**src/rtl/acq_pkg.sv**
```systemverilog
package acq_pkg;

    typedef enum logic [1:0] {
        ST_IDLE    = 2'd0,
        ST_RUN     = 2'd1,
        ST_INHIBIT = 2'd2
    } run_state_e;

    localparam logic [1:0] A_CTRL = 2'd0;
    localparam logic [1:0] A_STAT = 2'd1;
    localparam logic [1:0] A_WPTR = 2'd2;
    localparam logic [1:0] A_TIME = 2'd3;

    localparam int B_GO     = 0;
    localparam int B_HALT   = 1;
    localparam int B_CLR    = 2;
    localparam int B_VETO   = 3;
    localparam int B_SUPP   = 4;
    localparam int B_THR_LO = 8;
    localparam int B_EWRAP  = 4;
    localparam int B_ERST   = 5;
    localparam int B_CYC_LO = 16;

    localparam int NEV = 3;

endpackage

```
**src/rtl/acq_evt_front.sv**
```systemverilog
module acq_evt_front
    import acq_pkg::*;
(
    input  logic clk,
    input  logic rst_n,
    input  logic fp_start,
    input  logic fp_stop,
    input  logic fp_reset,
    input  logic sw_go,
    input  logic sw_halt,
    input  logic sw_clr,
    output logic ev_go,
    output logic ev_halt,
    output logic ev_clr
);

    logic [NEV-1:0] fp_vec;
    logic [NEV-1:0] fp_q;
    logic [NEV-1:0] sw_vec;
    logic [NEV-1:0] ev_vec;

    assign fp_vec = {fp_reset, fp_stop, fp_start};
    assign sw_vec = {sw_clr, sw_halt, sw_go};

    always_ff @(posedge clk or negedge rst_n) begin
        if (!rst_n) fp_q <= '0;
        else        fp_q <= fp_vec;
    end

    for (genvar i = 0; i < NEV; i++) begin : g_edge
        assign ev_vec[i] = (fp_vec[i] & ~fp_q[i]) | sw_vec[i];
    end

    assign ev_go   = ev_vec[0];
    assign ev_halt = ev_vec[1];
    assign ev_clr  = ev_vec[2];

endmodule

```
**src/rtl/acq_fsm.sv**
```systemverilog
module acq_fsm
    import acq_pkg::*;
(
    input  logic       clk,
    input  logic       rst_n,
    input  logic       ev_go,
    input  logic       ev_halt,
    input  logic       ev_clr,
    input  logic       veto,
    output run_state_e st,
    output logic       active,
    output logic       cyc_inc,
    output logic       restart
);

    run_state_e nxt;

    always_ff @(posedge clk or negedge rst_n) begin
        if (!rst_n) st <= ST_IDLE;
        else        st <= nxt;
    end

    always_comb begin
        nxt = st;
        unique case (st)
            ST_IDLE: begin
                if (!ev_clr && ev_go && !ev_halt)
                    nxt = veto ? ST_INHIBIT : ST_RUN;
            end
            ST_RUN: begin
                if (ev_clr || ev_halt) nxt = ST_IDLE;
                else if (veto)         nxt = ST_INHIBIT;
            end
            ST_INHIBIT: begin
                if (ev_clr || ev_halt) nxt = ST_IDLE;
                else if (!veto)        nxt = ST_RUN;
            end
            default: nxt = ST_IDLE;
        endcase
    end

    always_comb begin
        active  = (st != ST_IDLE);
        cyc_inc = (st == ST_IDLE) && ev_go && !ev_halt && !ev_clr;
        restart = (st != ST_IDLE) && ev_go && !ev_halt && !ev_clr;
    end

endmodule

```
**src/rtl/acq_counters.sv**
```systemverilog
module acq_counters #(
    parameter int DEPTH = 4096,
    parameter int TW    = 16,
    parameter int CW    = 16,
    localparam int PW   = $clog2(DEPTH)
) (
    input  logic          clk,
    input  logic          rst_n,
    input  logic          clr,
    input  logic          wr_en,
    input  logic          cyc_inc,
    output logic [PW-1:0] wr_ptr,
    output logic [TW-1:0] time_cnt,
    output logic [CW-1:0] cyc_cnt,
    output logic          wrap_hit
);

    localparam logic [PW-1:0] LAST   = PW'(DEPTH - 1);
    localparam logic [CW-1:0] CYCMAX = {CW{1'b1}};

    assign wrap_hit = wr_en && (wr_ptr == LAST);

    always_ff @(posedge clk or negedge rst_n) begin
        if (!rst_n)   time_cnt <= '0;
        else if (clr) time_cnt <= '0;
        else          time_cnt <= time_cnt + 1'b1;
    end

    always_ff @(posedge clk or negedge rst_n) begin
        if (!rst_n)     wr_ptr <= '0;
        else if (clr)   wr_ptr <= '0;
        else if (wr_en) wr_ptr <= (wr_ptr == LAST) ? '0 : wr_ptr + 1'b1;
    end

    always_ff @(posedge clk or negedge rst_n) begin
        if (!rst_n)                          cyc_cnt <= '0;
        else if (clr)                        cyc_cnt <= '0;
        else if (cyc_inc && cyc_cnt != CYCMAX) cyc_cnt <= cyc_cnt + 1'b1;
    end

endmodule

```
**src/rtl/acq_regs.sv**
```systemverilog
module acq_regs
    import acq_pkg::*;
#(
    parameter int THW = 8,
    parameter int PW  = 12,
    parameter int TW  = 16,
    parameter int CW  = 16
) (
    input  logic           clk,
    input  logic           rst_n,
    input  logic           reg_wr,
    input  logic [1:0]     reg_addr,
    input  logic [31:0]    reg_wdata,
    input  run_state_e     st,
    input  logic           clr_evt,
    input  logic           set_wrap,
    input  logic           set_restart,
    input  logic [PW-1:0]  wr_ptr,
    input  logic [TW-1:0]  time_cnt,
    input  logic [CW-1:0]  cyc_cnt,
    output logic           sw_go,
    output logic           sw_halt,
    output logic           sw_clr,
    output logic           sw_veto,
    output logic           supp_en,
    output logic [THW-1:0] thresh,
    output logic [1:0]     err_q,
    output logic [1:0]     err_clr,
    output logic [31:0]    reg_rdata
);

    logic ctrl_wr;
    logic stat_wr;
    logic unused_wdata;

    assign ctrl_wr = reg_wr && (reg_addr == A_CTRL);
    assign stat_wr = reg_wr && (reg_addr == A_STAT);

    assign sw_go   = ctrl_wr && reg_wdata[B_GO];
    assign sw_halt = ctrl_wr && reg_wdata[B_HALT];
    assign sw_clr  = ctrl_wr && reg_wdata[B_CLR];

    assign err_clr = stat_wr ? reg_wdata[B_ERST:B_EWRAP] : 2'b00;

    assign unused_wdata = ^{reg_wdata[31:B_THR_LO+THW], reg_wdata[B_THR_LO-1:B_ERST+1]};

    always_ff @(posedge clk or negedge rst_n) begin
        if (!rst_n) begin
            sw_veto <= 1'b0;
            supp_en <= 1'b0;
            thresh  <= '0;
        end else if (ctrl_wr) begin
            sw_veto <= reg_wdata[B_VETO];
            supp_en <= reg_wdata[B_SUPP];
            thresh  <= reg_wdata[B_THR_LO +: THW];
        end
    end

    always_ff @(posedge clk or negedge rst_n) begin
        if (!rst_n)       err_q <= 2'b00;
        else if (clr_evt) err_q <= 2'b00;
        else              err_q <= (err_q & ~err_clr) | {set_restart, set_wrap};
    end

    always_comb begin
        reg_rdata = '0;
        unique case (reg_addr)
            A_CTRL: begin
                reg_rdata[B_VETO]            = sw_veto;
                reg_rdata[B_SUPP]            = supp_en;
                reg_rdata[B_THR_LO +: THW]   = thresh;
            end
            A_STAT: begin
                reg_rdata[1:0]               = st;
                reg_rdata[B_EWRAP]           = err_q[0];
                reg_rdata[B_ERST]            = err_q[1];
                reg_rdata[B_CYC_LO +: CW]    = cyc_cnt;
            end
            A_WPTR:  reg_rdata[PW-1:0]       = wr_ptr;
            A_TIME:  reg_rdata[TW-1:0]       = time_cnt;
            default: reg_rdata               = '0;
        endcase
    end

endmodule

```
**src/rtl/acq_run_ctrl.sv**
```systemverilog
module acq_run_ctrl
    import acq_pkg::*;
#(
    parameter int DEPTH = 4096,
    parameter int TW    = 16,
    parameter int CW    = 16,
    parameter int THW   = 8,
    localparam int PW   = $clog2(DEPTH)
) (
    input  logic           clk,
    input  logic           rst_n,
    input  logic           fp_start,
    input  logic           fp_stop,
    input  logic           fp_veto,
    input  logic           fp_reset,
    input  logic           data_valid,
    input  logic           reg_wr,
    input  logic [1:0]     reg_addr,
    input  logic [31:0]    reg_wdata,
    output logic [31:0]    reg_rdata,
    output logic           wr_en,
    output logic [PW-1:0]  wr_ptr,
    output logic [TW-1:0]  time_cnt,
    output logic           cnt_clr,
    output logic           supp_en,
    output logic [THW-1:0] thresh
);

    logic       sw_go, sw_halt, sw_clr, sw_veto;
    logic       ev_go, ev_halt, ev_clr;
    logic       veto_lvl;
    logic       active, cyc_inc, restart, wrap_hit;
    logic [1:0] err_q, err_clr;
    logic [CW-1:0] cyc_cnt;
    run_state_e st;

    assign veto_lvl = fp_veto | sw_veto;
    assign cnt_clr  = ev_clr;
    assign wr_en    = data_valid && active && !veto_lvl && !ev_clr;

    acq_evt_front u_evt (
        .clk      (clk),
        .rst_n    (rst_n),
        .fp_start (fp_start),
        .fp_stop  (fp_stop),
        .fp_reset (fp_reset),
        .sw_go    (sw_go),
        .sw_halt  (sw_halt),
        .sw_clr   (sw_clr),
        .ev_go    (ev_go),
        .ev_halt  (ev_halt),
        .ev_clr   (ev_clr)
    );

    acq_fsm u_fsm (
        .clk     (clk),
        .rst_n   (rst_n),
        .ev_go   (ev_go),
        .ev_halt (ev_halt),
        .ev_clr  (ev_clr),
        .veto    (veto_lvl),
        .st      (st),
        .active  (active),
        .cyc_inc (cyc_inc),
        .restart (restart)
    );

    acq_counters #(.DEPTH(DEPTH), .TW(TW), .CW(CW)) u_cnt (
        .clk      (clk),
        .rst_n    (rst_n),
        .clr      (ev_clr),
        .wr_en    (wr_en),
        .cyc_inc  (cyc_inc),
        .wr_ptr   (wr_ptr),
        .time_cnt (time_cnt),
        .cyc_cnt  (cyc_cnt),
        .wrap_hit (wrap_hit)
    );

    acq_regs #(.THW(THW), .PW(PW), .TW(TW), .CW(CW)) u_regs (
        .clk         (clk),
        .rst_n       (rst_n),
        .reg_wr      (reg_wr),
        .reg_addr    (reg_addr),
        .reg_wdata   (reg_wdata),
        .st          (st),
        .clr_evt     (ev_clr),
        .set_wrap    (wrap_hit),
        .set_restart (restart),
        .wr_ptr      (wr_ptr),
        .time_cnt    (time_cnt),
        .cyc_cnt     (cyc_cnt),
        .sw_go       (sw_go),
        .sw_halt     (sw_halt),
        .sw_clr      (sw_clr),
        .sw_veto     (sw_veto),
        .supp_en     (supp_en),
        .thresh      (thresh),
        .err_q       (err_q),
        .err_clr     (err_clr),
        .reg_rdata   (reg_rdata)
    );

endmodule

```
**config.mk**
```make
export PLATFORM = sky130hd
export DESIGN_NAME = acq_run_ctrl
export DESIGN_NICKNAME = d
export VERILOG_FILES = /design/src/rtl/acq_pkg.sv /design/src/rtl/acq_evt_front.sv /design/src/rtl/acq_fsm.sv /design/src/rtl/acq_counters.sv /design/src/rtl/acq_regs.sv /design/src/rtl/acq_run_ctrl.sv
export SDC_FILE = /design/constraint.sdc
export NUM_CORES = 1
export LEC_CHECK = 0
export BUFFER_PORTS_ARGS = -buffer_cell sky130_fd_sc_hd__clkbuf_2
export CORE_MARGIN = 3
export CORE_UTILIZATION = 47
export CTS_CLUSTER_DIAMETER = 30
export DETAILED_ROUTE_END_ITERATION = 16
export PLACE_DENSITY = 0.74
export SLEW_MARGIN = 5
export SYNTH_ARGS = -nofsm -noshare
export SYNTH_HDL_FRONTEND = slang
export SYNTH_SLANG_ARGS = --single-unit
```
**constraint.sdc**
```tcl
create_clock -name clk -period 2.1 [get_ports clk]
set_input_delay 0.105 -clock clk [delete_from_list [all_inputs] [get_ports clk]]
set_output_delay 0.105 -clock clk [all_outputs]
set_load 0.01 [all_outputs]
```
==> Word-level counts from Yosys, hierarchy flattened <==
Index checks and enable logic that the tools add are counted.
{ "word_totals": {"regBits": 61, "latchBits": 0, "ramBits": 0, "mem_bits_ro": 0, "n_memories": 0} }
{ "classes": {"add_sub_neg": 3, "n_mul": 0, "div": 0, "magnitude_cmp": 0, "eq_ne": 10, "n_shift": 0, "n_mux": 24, "bitwise": 13, "reduce_logical": 28} }
{ "ops": {"columns": ["op", "count"], "rows": [
  ["2-to-1 mux 16 bit", 4],
  ["2-to-1 mux 12 bit", 3],
  ["adder 16 x 1 -> 16 bit, second input constant", 2],
  ["logical AND 1 bit", 18],
  ["2-to-1 mux 2 bit", 8],
  ["inequality test 16 bit, second input constant", 1],
  ["adder 12 x 1 -> 12 bit, second input constant", 1],
  ["equality test 12 bit, second input constant", 1],
  ["case mux 2 bit (3 select lines)", 2],
  ["case mux 4 bit (3 select lines)", 1],
  ["case mux 4 bit (2 select lines)", 1],
  ["equality test 2 bit, second input constant", 3],
  ["case mux 1 bit (3 select lines)", 2],
  ["nonzero test 2 bit", 3],
  ["equality test 2 x 1 -> 1 bit, second input constant", 2],
  ["logical NOT 2 bit", 2],
  ["bitwise OR 1 bit", 4],
  ["case mux 1 bit (4 select lines)", 1],
  ["case mux 2 bit (2 select lines)", 1],
  ["bitwise AND 1 bit", 3],
  ["logical NOT 1 bit", 3],
  ["inequality test 3 x 1 -> 1 bit, second input constant", 1],
  ["inequality test 3 bit, second input constant", 1],
  ["NOT 1 bit", 3],
  ["other kinds (7)", 7]
]} }

==> Longest topological paths before layout <==
Gate-level depths: netlist of the first run.
{ "logic_depth": {"ltp_word": 10, "ltp_mapped": 10} }

==> Cells and area by module <==
A second synthesis of the first run with hierarchy kept.
{ "unflattened": {"cells_unflattened": 352, "hier_area_um2": 3469.6} }
{ "by_module_without_submodules": {"columns": ["module", "n_inst", "cells_each", "area_per_inst_um2", "seq_area_each_um2"], "rows": [
  ["acq_counters", 1, 236, 2332.2, 1101.1],
  ["acq_regs", 1, 93, 898.4, 300.3],
  ["acq_evt_front", 1, 9, 108.9, 75.1],
  ["acq_fsm", 1, 11, 107.6, 50.0],
  ["acq_run_ctrl", 1, 3, 22.5, 0.0]
]} }

==> Worst setup path after synthesis of the first run <==
OpenSTA, ideal clock, no wires.
{ "synth_path": {"kind": "reg2reg", "from": "register u_cnt.cyc_cnt[0]", "to": "register u_cnt.cyc_cnt[0]", "setup_ns": 0.132, "arrival_time_ns": 1.613, "setup_slack_ns": 0.355, "path_stages_with_launch": 7, "period_less_slack_ns": 1.745, "cell_sequence": "dfrtp_1 -> ha_1 -> nand4_1 -> or4_4 -> and3_1 -> xnor2_1 -> nor2_1"} }
{ "synth_via": {"elab_chain_cells": 3, "word_cells_on_any_way": 6, "cone_classes": "add/sub (1); eq/ne (1); mux (2); reduce/logical (2)"} }
{ "synth_rtl": {"columns": ["item", "line_no", "rtl"], "rows": [
  ["start: declaration", "acq_counters.sv:14", "output logic [CW-1:0] cyc_cnt,"],
  ["start signal: assignment", "acq_counters.sv:38", "else if (cyc_inc && cyc_cnt != CYCMAX) cyc_cnt <= cyc_cnt + 1'b1;"],
  ["adder 16 x 1 -> 16 bit or inequality test 16 bit (tied branches)", "acq_counters.sv:38", null],
  ["2-to-1 mux 16 bit or logical AND 1 bit (tied branches)", "acq_counters.sv:38", null],
  ["2-to-1 mux 16 bit or nonzero test 2 bit (tied branches)", null, null]
]} }
Several ways; a longest one is shown, not always the timed one. The select of a mux whose other input is x is not followed.
A chain may end at the register's enable or synchronous reset.

==> Worst setup path in the final report of the first run <==
{ "layout_path": {"from": "register u_cnt.cyc_cnt[0]", "to": "register u_cnt.cyc_cnt[6]"} }
The elaborated chain is that of the path after synthesis.

==> results of run 1 <==
## logic make-up after synthesis
logic type	synth area share
mux	0.0430
fa+ha+maj	0.0339
xor+xnor	0.0449
simple gates	0.246
flops	0.460
buf+inv	0.0343
compound gates	0.138
## routing by layer
metal  global-route usage  vias up
met5                    0        -
met4               0.0867        0
met3               0.0519       18
met2                0.341      122
met1                0.303     1493
li1                     -     1499
## worst max-delay path: cells and delay by family (launching register included)
family,cells,cell delay [ns]
AND/OR/NAND/NOR,3,1.01
flip-flops,1,0.41
AO/OA/AOI/OAI,1,0.23
adder cells (fa/ha/maj),1,0.22
## state kept, by name, summed over array words and instances (netlist names)
name	flops
u_cnt.wr_ptr	12
u_regs.err_q	2
u_regs.supp_en	1
u_fsm.st	2
u_evt.fp_q	3
u_regs.sw_veto	1
u_regs.thresh	8
u_cnt.time_cnt	16
u_cnt.cyc_cnt	16
## cell usage after synthesis, types with 2 or more instances
cell | instances | area share
and2_1 | 19 | 0.036
o31ai_1 | 2 | 0.0045
nor2_1 | 43 | 0.049
a22oi_1 | 5 | 0.011
and4_1 | 3 | 0.0079
or2_2 | 2 | 0.0038
a222oi_1 | 9 | 0.027
xor2_1 | 9 | 0.024
mux2i_1 | 3 | 0.0090
a21oi_1 | 20 | 0.030
clkbuf_1 | 10 | 0.011
nand3_1 | 23 | 0.035
nand2_1 | 18 | 0.020
and3_1 | 7 | 0.013
or4_1 | 3 | 0.0068
nor3_1 | 6 | 0.0090
xnor2_1 | 8 | 0.021
inv_1 | 13 | 0.015
mux2_2 | 10 | 0.034
dfrtp_1 | 61 | 0.46
or3_1 | 10 | 0.019
nor4_1 | 3 | 0.0057
nand4_1 | 15 | 0.028
ha_1 | 9 | 0.034
o21ai_0 | 12 | 0.018
a22o_1 | 6 | 0.016
## layout make-up
type	instances	area share
Timing Repair Buffer	120	0.166
Clock buffer	14	0.0404
Sequential cell	61	0.357
Inverter	13	0.0114
Clock inverter	1	0.00117
Multi-Input combinational cell	260	0.395
Tap cell	96	0.0281
## report_power, final
group	leakage, nW	internal [mW]	total (mW)	switching, mW
logic	1.14	0.204	0.457	0.253
clock network	0.0926	0.518	0.962	0.443
registers	0.818	1.25	1.35	0.0940
## through the flow
step / std cells / hold WS, ns / area, um^2 / setup slack, ns / utilization
global placement: 537 / 0.136 / 3960 / 0.0903 / 0.579
floorplan: 348 / -0.191 / 3320 / 0.355 / -
CTS: 565 / 0.000967 / 4260 / 0.0690 / 0.624
detailed placement: 537 / 0.145 / 3960 / 0.0161 / 0.579
finish: 565 / 0.00988 / 4270 / 0.151 / 0.625
global route: 565 / 0.00647 / 4270 / 0.000674 / 0.625
## repair_timing
item | 4_1_cts | 5_1_grt
buffers inserted | 0 | 0
hold buffers | 13 | 0
setup endpoints to repair | 0 | 11
gates resized for setup | 0 | 1
endpoints found under the hold margin | 34 | 0
## worst max path at each step
stage	cells after the start	slack, ns	startpoint	end
6_report	5	0.15	u_cnt.cyc_cnt[0]	u_cnt.cyc_cnt[6]
5_1_grt	6	0.0007	u_cnt.cyc_cnt[0]	u_cnt.cyc_cnt[12]
4_1_cts	6	0.07	u_cnt.cyc_cnt[0]	u_cnt.cyc_cnt[11]
3_5_place_dp	8	0.02	reg_addr[0]	u_cnt.cyc_cnt[11]
3_3_place_gp	8	0.09	reg_addr[0]	u_cnt.cyc_cnt[9]
2_1_floorplan	6	0.35	u_cnt.cyc_cnt[0]	u_cnt.cyc_cnt[0]
==> impl_results.md, run 1 <==
- Worst min path class: in2reg
- Commonest non-fill, non-tap cell in the layout: clkbuf_2
- Netlist cell types: 45
- Count of pins over their slew limit: 0
- Root Buffer: clkbuf_8
- Yosys warnings: 0
- Row cnt: 30
- Register area: 0.00153 mm^2
- Slew @ Worst Pin: 0.606 ns
- Seq/Total Area, Yosys: 0.460
- Area taken by multi-input logic gates: 0.00169 mm^2
- Mapped Nets: 399
- Critical R2R Launch: u_cnt.cyc_cnt[0]
- Die H: 90.0 um
- Nets: 516
- Die ar.: 0.00811 mm^2
- Routed vias: 3,132
- FMAX: 513 MHz
- Antenna viol nets, final: 0
- Unrepaired setup endpoints after global routing: false
- Hold Crit Depth: 2
- Worst path slowest cell: or4_4
- Static leakage: 2.05 nW
- Routed len/inst: 15.3 um
- Vias in the first global route: 2,983
- Hpwl dp: 6.42 mm
- Remaining DRCs: 0
- Bufs on Longest Clock Path: 2
- Vias/cell: 5.54
- Final setup viols: 0
- FFs w/ async S/R, synth: 1.00
- Clock Latency Late Sink: 0.34 ns
- Number of max-cap violations: 0
- Primary FF master, synth: dfrtp_1
- Startpoint types: flop
- R2r worst-path depth: 5
- Max Fanout on Critical Path: 4
- Critical Path End Type: flop
- Post-Route Setup TNS: 0 ns
- CTS tree: built
- Share of cells above drive strength 1: 0.292
- Arrival time worst endpoint: 2.20 ns
- Grt total ovfl: 0
- Status: complete, no violations
- Die W: 90.0 um
- Initial Util: 0.486
- Tot GR Track Use: 0.221
- Period minus WS final: 1.95 ns
- Most frequent cells in the layout: clkbuf_2, dfrtp_1, nor2_1
- Antenna cells: 0
- First-pass GRT wire length: 14.6 mm
- Reg2Reg Capture Point: u_cnt.cyc_cnt[6]
- Critical Setup Path Class: reg2reg
- Detailed-route wire length: 8.67 mm
- Top-level I/O count: 113
- Final hold vios: 0
- Final Wtd Congestion: 0.859
- Hold endpoint: u_regs.thresh[0]
- WL met3: 600 um
- R2r setup slk: 0.15 ns
- Largest net degree at the start of global routing: 40
- Power Density: 648 mW/mm^2
- Core footprint: 0.00683 mm^2
- DRT iter0 DRCs: 191
- Worst slew margin: 0.596
- Largest stage delay, worst path: 0.57 ns
- Seq cells post-synth: 61
- Worst-path clk slew: 0.07 ns
- Mapped Area: 0.00332 mm^2
- # fillers: 615
- DR top layer: met4
- Htree depth: 3
- Sink Count: 61
- Initial antenna violation count: 0
- Avg Cell Area, Syn: 9.54 um^2
- Worst EP required: 2.36 ns
- M1 WL: 3.85 mm
- Total iterations of the first detailed-routing run: 10
- Tot Pwr: 2.77 mW
- Routed met2 length: 4.01 mm
- Period Utilization, post-route: 0.928
- Inserted Clock Buffers: 9
- Hold path start: reg_wdata[8]
- VDD IR-drop max: 0.384 mV
- Syn-to-layout area delta: 28.6%
- Crit path cell chain: ha_1 > nand4_1 > or4_4 > and3_1 > a211oi_2
- Post-synth EDFFs: 0
- Gate Count Post-Synth: 348
- Clk_skew: 0.00650 ns
- # port buffers: 94
No activity file was read; power rests on OpenSTA's default activity.
==> run 2, diff against run 1 <==
--- a/config.mk
+++ b/config.mk
@@ -6,6 +6,7 @@
 export NUM_CORES = 1
 export LEC_CHECK = 0
 export BUFFER_PORTS_ARGS = -buffer_cell sky130_fd_sc_hd__clkbuf_2
+export CORE_ASPECT_RATIO = 1.75
 export CORE_MARGIN = 3
 export CORE_UTILIZATION = 47
 export CTS_CLUSTER_DIAMETER = 30
==> impl_results.md, run 2 (synthesized netlist as in run 1, its figures left out) <==
- Detailed-route wire length: 9.11 mm
- R2r setup slk: 0.13 ns
- Antenna viol nets, final: 0
- Worst min path class: in2reg
- Status: complete, no violations
- Tot GR Track Use: 0.233
- Root Buffer: clkbuf_16
- Post-Layout Inst Area: 0.00430 mm^2
- Critical R2R Launch: u_cnt.cyc_cnt[0]
- Routed vias: 3,122
- Clock Latency Late Sink: 0.32 ns
- Top-level I/O count: 113
- Max Fanout on Critical Path: 21
- Number of max-cap violations: 0
- Sink Count: 61
- Final Wtd Congestion: 0.827
- Count of pins over their slew limit: 0
- First-pass GRT wire length: 14.8 mm
- Biggest regs: u_cnt.cyc_cnt x16, u_cnt.time_cnt x16, u_cnt.wr_ptr x12
- Routed len/inst: 16.6 um
- Period minus WS final: 1.97 ns
- Remaining DRCs: 0
- Worst EP required: 2.35 ns
- Worst slew margin: 0.481
- Nets: 511
- Critical Setup Path Class: reg2reg
- Syn-to-layout area delta: 29.6%
- # fillers: 542
- Inserted Clock Buffers: 9
- Unrepaired setup endpoints after global routing: false
- CP startpoint: u_cnt.cyc_cnt[0]
- Post-Route Setup TNS: 0 ns
- Worst-path clk slew: 0.05 ns
- Reg2Reg Capture Point: u_cnt.cyc_cnt[3]
- Commonest non-fill, non-tap cell in the layout: clkbuf_2
- Crit path cell chain: ha_2 > nand4_1 > or4_4 > nand3_4 > o21ai_0 > a21oi_1
- # port buffers: 94
- Startpoint types: flop
- Largest stage delay, worst path: 0.57 ns
- Clk_skew: 0.00388 ns
- Vias in the first global route: 3,032
- Initial antenna violation count: 0
- Final hold vios: 0
- VDD IR-drop max: 0.637 mV
- Hpwl dp: 6.75 mm
- Share of cells above drive strength 1: 0.301
- Row cnt: 39
- Period Utilization, post-route: 0.936
- Critical path's top delay family: simple AND/OR/NAND/NOR gates
- Initial Util: 0.497
- R2r worst-path depth: 6
- Arrival time worst endpoint: 2.21 ns
- DRT iter0 DRCs: 328
- Die H: 117 um
- Total iterations of the first detailed-routing run: 5
- Most frequent cells in the layout: clkbuf_2, dfrtp_1, nor2_1
- Final setup viols: 0
- Core footprint: 0.00669 mm^2
- CP Depth: 6
- Bufs on Longest Clock Path: 2
- Power Density: 745 mW/mm^2
- Worst path slowest cell: or4_4
- Grt total ovfl: 0
- Critical Path End Type: flop
- Die ar.: 0.00815 mm^2
- Antenna cells: 0
- CTS tree: built
- Static leakage: 2.07 nW
- Largest net degree at the start of global routing: 62
- FMAX: 509 MHz
- Die W: 69.5 um
- Worst Path Buf+Inv: 0
- Vias/cell: 5.71
- CP endpoint: u_cnt.cyc_cnt[3]
- Htree depth: 3
- Tot Pwr: 3.21 mW
- Slew @ Worst Pin: 0.779 ns
- DP Area: 0.00393 mm^2
==> run 2: cell count changes in the layout (fill, tap and decap cells not counted), sizes merged <==
cell / before / now
dlygate4sd3: 13 / 6
clkbuf: 108 / 110
buf: 13 / 15
clkinv: 1 / 0
==> run 2: layout make-up <==
| type | count | area, um^2 | area share |
|---|---|---|---|
| clock buffer | 16 | 292 | 0.0678 |
| timing repair buffer | 115 | 643 | 0.150 |
| sequential | 61 | 1530 | 0.355 |
| multi-input combinational | 260 | 1690 | 0.393 |
| inverter | 13 | 48.8 | 0.0113 |
| tap | 82 | 103 | 0.0239 |
==> run 2: through the flow <==
| step | util | cells | hold slack (ns) | worst slack (ns) |
|---|---|---|---|---|
| 2_1_floorplan | - | 348 | -0.191 | 0.355 |
| 3_3_place_gp | 0.588 | 524 | 0.227 | 0.0954 |
| 3_5_place_dp | 0.588 | 524 | 0.232 | 0.00230 |
| 4_1_cts | 0.641 | 546 | 0.00389 | 0.0651 |
| 5_1_grt | 0.643 | 547 | 0.0181 | 0.00669 |
| 6_report | 0.643 | 547 | 0.0127 | 0.135 |
==> run 2: power breakdown <==
part           switching [mW]  internal, mW  leakage [nW]  total [mW]
clock network           0.483         0.928         0.143        1.41
logic                   0.250         0.193          1.11       0.443
registers              0.0967          1.26         0.818        1.35
==> run 2: routing by layer <==
layer | track usage | vias up | wire (um)
li1 | - | 1481 | -
met3 | 0.0487 | 17 | 557
met5 | 0 | - | 0
met4 | 0.119 | 0 | 216
met1 | 0.258 | 1502 | 3530
met2 | 0.421 | 122 | 4810
==> run 2: worst min-delay path by stage <==
stage,startpoint,slack [ns],end,depth (start not counted)
after floorplan,rst_n,-0.19,u_cnt.cyc_cnt[0],0
after global placement,fp_stop,0.23,u_evt.fp_q[1],1
after detailed placement,fp_reset,0.23,u_evt.fp_q[2],1
after CTS,reg_wdata[9],0.004,u_regs.thresh[1],2
after global routing,reg_wdata[9],0.02,u_regs.thresh[1],2
final,reg_wdata[12],0.01,u_regs.thresh[4],2
==> run 2: timing repair <==
action / 4_1_cts / 5_1_grt
hold buffers: 6 / 0
endpoints found under the hold margin: 66 / 0
endpoints found under the setup margin: 0 / 12
setup buffers: 0 / 1
gates resized for setup: 0 / 2
==> run 2: worst reg2reg max path: stages (launching register included) <==
cell	delay, ns
dfrtp_1	0.43
ha_2	0.22
nand4_1	0.16
or4_4	0.57
nand3_4	0.22
o21ai_0	0.12
a21oi_1	0.16
==> run 3, diff against run 2 <==
--- a/config.mk
+++ b/config.mk
@@ -5,13 +5,14 @@
 export SDC_FILE = /design/constraint.sdc
 export NUM_CORES = 1
 export LEC_CHECK = 0
+export ABC_AREA = 1
 export BUFFER_PORTS_ARGS = -buffer_cell sky130_fd_sc_hd__clkbuf_2
 export CORE_ASPECT_RATIO = 1.75
 export CORE_MARGIN = 3
 export CORE_UTILIZATION = 47
 export CTS_CLUSTER_DIAMETER = 30
 export DETAILED_ROUTE_END_ITERATION = 16
-export PLACE_DENSITY = 0.74
+export PLACE_DENSITY = 0.73
 export SLEW_MARGIN = 5
 export SYNTH_ARGS = -nofsm -noshare
 export SYNTH_HDL_FRONTEND = slang
==> impl_results.md, run 3 <==
- Max Fanout on Critical Path: 6
- Clock Latency Late Sink: 0.33 ns
- Power Density: 740 mW/mm^2
- Worst slew margin: 0.609
- Critical Setup Path Class: reg2out
- First-pass GRT wire length: 17.7 mm
- DP Area: 0.00435 mm^2
- Number of max-cap violations: 0
- Hpwl dp: 8.15 mm
- CTS tree: built
- Inserted Clock Buffers: 9
- Remaining DRCs: 0
- Clk_skew: 0.00370 ns
- Worst min path class: in2reg
- Most numerous cell in the Yosys netlist: nand2_1
- Largest family of logic cells by synthesized area: simple AND/OR/NAND/NOR gates
- Count of pins over their slew limit: 0
- Antenna viol nets, final: 0
- Switching power: 0.894 mW
- Unrepaired setup endpoints after global routing: false
- Critical Path End Type: primary output
- Die ar.: 0.00917 mm^2
- Netlist cell types: 33
- Post-Route Setup TNS: 0 ns
- Inst Count DP: 712
- Largest stage delay, worst path: 0.40 ns
- Share of cells above drive strength 1: 0.226
- Compound-cell area share of the yosys netlist: 0.0856
- Startpoint types: flop
- Synth top area cells: dfrtp_1, nand2_1, inv_1
- Mapped Nets: 585
- Post-synthesis adder-cell area fraction: 0.0299
- Initial antenna violation count: 0
- Worst path slowest cell: dfrtp_1
- Switch share: 0.254
- Primary FF master, synth: dfrtp_1
- Bufs on Longest Clock Path: 2
- Hold_ws: 0.0124 ns
- Core footprint: 0.00767 mm^2
- Synth Area in XOR/XNOR: 0.0186
- Resized cells post-CTS: 0
- Final hold vios: 0
- Antenna cells: 0
- DRT iter0 DRCs: 199
- Vias in the first global route: 3,890
- Period Utilization, post-route: 0.887
- R2r worst-path depth: 8
- Tot Pwr: 3.52 mW
- Mapped Area: 0.00377 mm^2
- Gate Count Post-Synth: 534
- Worst-path clk slew: 0.05 ns
- Most frequent cells in the layout: nand2_1, clkbuf_2, inv_1
- Post-synth EDFFs: 0
- Period minus WS final: 1.86 ns
- Sink Count: 61
- Vias/cell: 5.25
- Internal: 2.62 mW
- Routed vias: 3,851
- Root Buffer: clkbuf_16
- Routed len/inst: 14.5 um
- Fin cells: 733
- VDD IR-drop max: 0.532 mV
- Total iterations of the first detailed-routing run: 4
- Hold Crit Depth: 2
- Post-Layout Inst Area: 0.00475 mm^2
- Yosys warnings: 0
- Die W: 73.7 um
- FFs w/ async S/R, synth: 1.00
- Post CTS Setup Buffer Count: 0
- Synth top area share: 0.405
- Most frequent cells after synthesis: nand2_1, inv_1, dfrtp_1
- Area leader, netlist: dfrtp_1
- Initial Util: 0.491
- Htree depth: 3
- Final setup viols: 0
- Arrival time worst endpoint: 1.76 ns
- Die H: 124 um
- # port buffers: 94
- Clock power frac: 0.489
- Biggest regs: u_cnt.cyc_cnt x16, u_cnt.time_cnt x16, u_cnt.wr_ptr x12
- CTS Hold Buffers Added: 5
- Seq/Total Area, Yosys: 0.405
- Simple-Gate Fraction of Synth Area: 0.331
- Worst EP required: 2.00 ns
- Top-level I/O count: 113
- Static leakage: 2.59 nW
- Syn-to-layout area delta: 26.1%
- Comb power frac: 0.131
- Tot GR Track Use: 0.246
- Detailed-route wire length: 10.6 mm
- Grt total ovfl: 0
- Final Wtd Congestion: 0.947
- Row cnt: 42
- Status: complete, no violations
- Sequential share of power: 0.380
- Largest net degree at the start of global routing: 42
- Slew @ Worst Pin: 0.586 ns
- FMAX: 537 MHz
- Nets: 691
- Crit path cell chain: nor2_1 > nand3_1 > nor2_2 > clkbuf_2
- Avg Cell Area, Syn: 7.06 um^2
- Commonest non-fill, non-tap cell in the layout: nand2_1
- Post-synthesis mux area share: 0.0299
- Seq cells post-synth: 61
==> run 3: cell count changes in the layout (fill, tap and decap cells not counted), moves of 9 or more <==
cell      change
inv_1        +64
nand2_1     +149
nor2_1       +11
or3_1        -10
and2_1       -19
a222oi_1      -9
buf_4        -10
nand3_1      +24
==> run 3: kinds of logic after synthesis <==
kind of cell | after synthesis
compound gates | 55
xor+xnor | 8
fa+ha+maj | 9
buf+inv | 96
flops | 61
mux | 10
simple gates | 295
==> run 3: cell type report <==
class	count	area [um^2]
Inverter	86	323
Sequential cell	61	1530
Multi-Input combinational cell	377	1870
Clock inverter	6	110
Clock buffer	10	239
Timing Repair Buffer	105	578
Tap cell	88	110
Fill cell	723	2920
==> run 3: path summary, 6_finish.rpt <==
kind                                    from                end  slack [ns]
max reg2reg                  u_cnt.wr_ptr[1]    u_cnt.wr_ptr[7]        0.27
min in group asynchronous              rst_n   u_cnt.cyc_cnt[2]        0.31
min                            reg_wdata[12]   u_regs.thresh[4]        0.01
min reg2reg                u_cnt.time_cnt[0]  u_cnt.time_cnt[0]        0.52
max                           u_regs.sw_veto              wr_en        0.24
max in group asynchronous              rst_n  u_cnt.time_cnt[9]        1.16
==> run 3: per-stage QoR <==
stage / util / setup slack, ns
finish: 0.619 / 0.238
global route: 0.619 / 0.148
CTS: 0.619 / 0.253
detailed placement: 0.567 / 0.366
global placement: 0.567 / 0.384
floorplan: - / 0.621
==> run 3: metal layers <==
metal | vias to the layer above | GRT usage | share of wire
met4 | 0 | 0.150 | 0.051
met5 | - | 0 | 0
met3 | 35 | 0.0428 | 0.043
li1 | 1907 | - | -
met2 | 131 | 0.436 | 0.54
met1 | 1778 | 0.255 | 0.36
==> run 3: power by group through the flow <==
stage | Sequential [mW] | Clock [mW] | Combinational [mW]
6_report | 1.34 | 1.72 | 0.461
3_5_place_dp | 1.35 | 0 | 0.454
5_1_grt | 1.35 | 1.79 | 0.512
2_1_floorplan | 1.36 | 0 | 0.234
4_1_cts | 1.33 | 1.75 | 0.466
3_3_place_gp | 1.35 | 0 | 0.443
==> run 3: worst max-delay path: cells and delay by family (launching register included) <==
family	cells	cell delay, ns
flip-flops	1	0.40
buffers and inverters	1	0.19
AND/OR/NAND/NOR	3	0.84
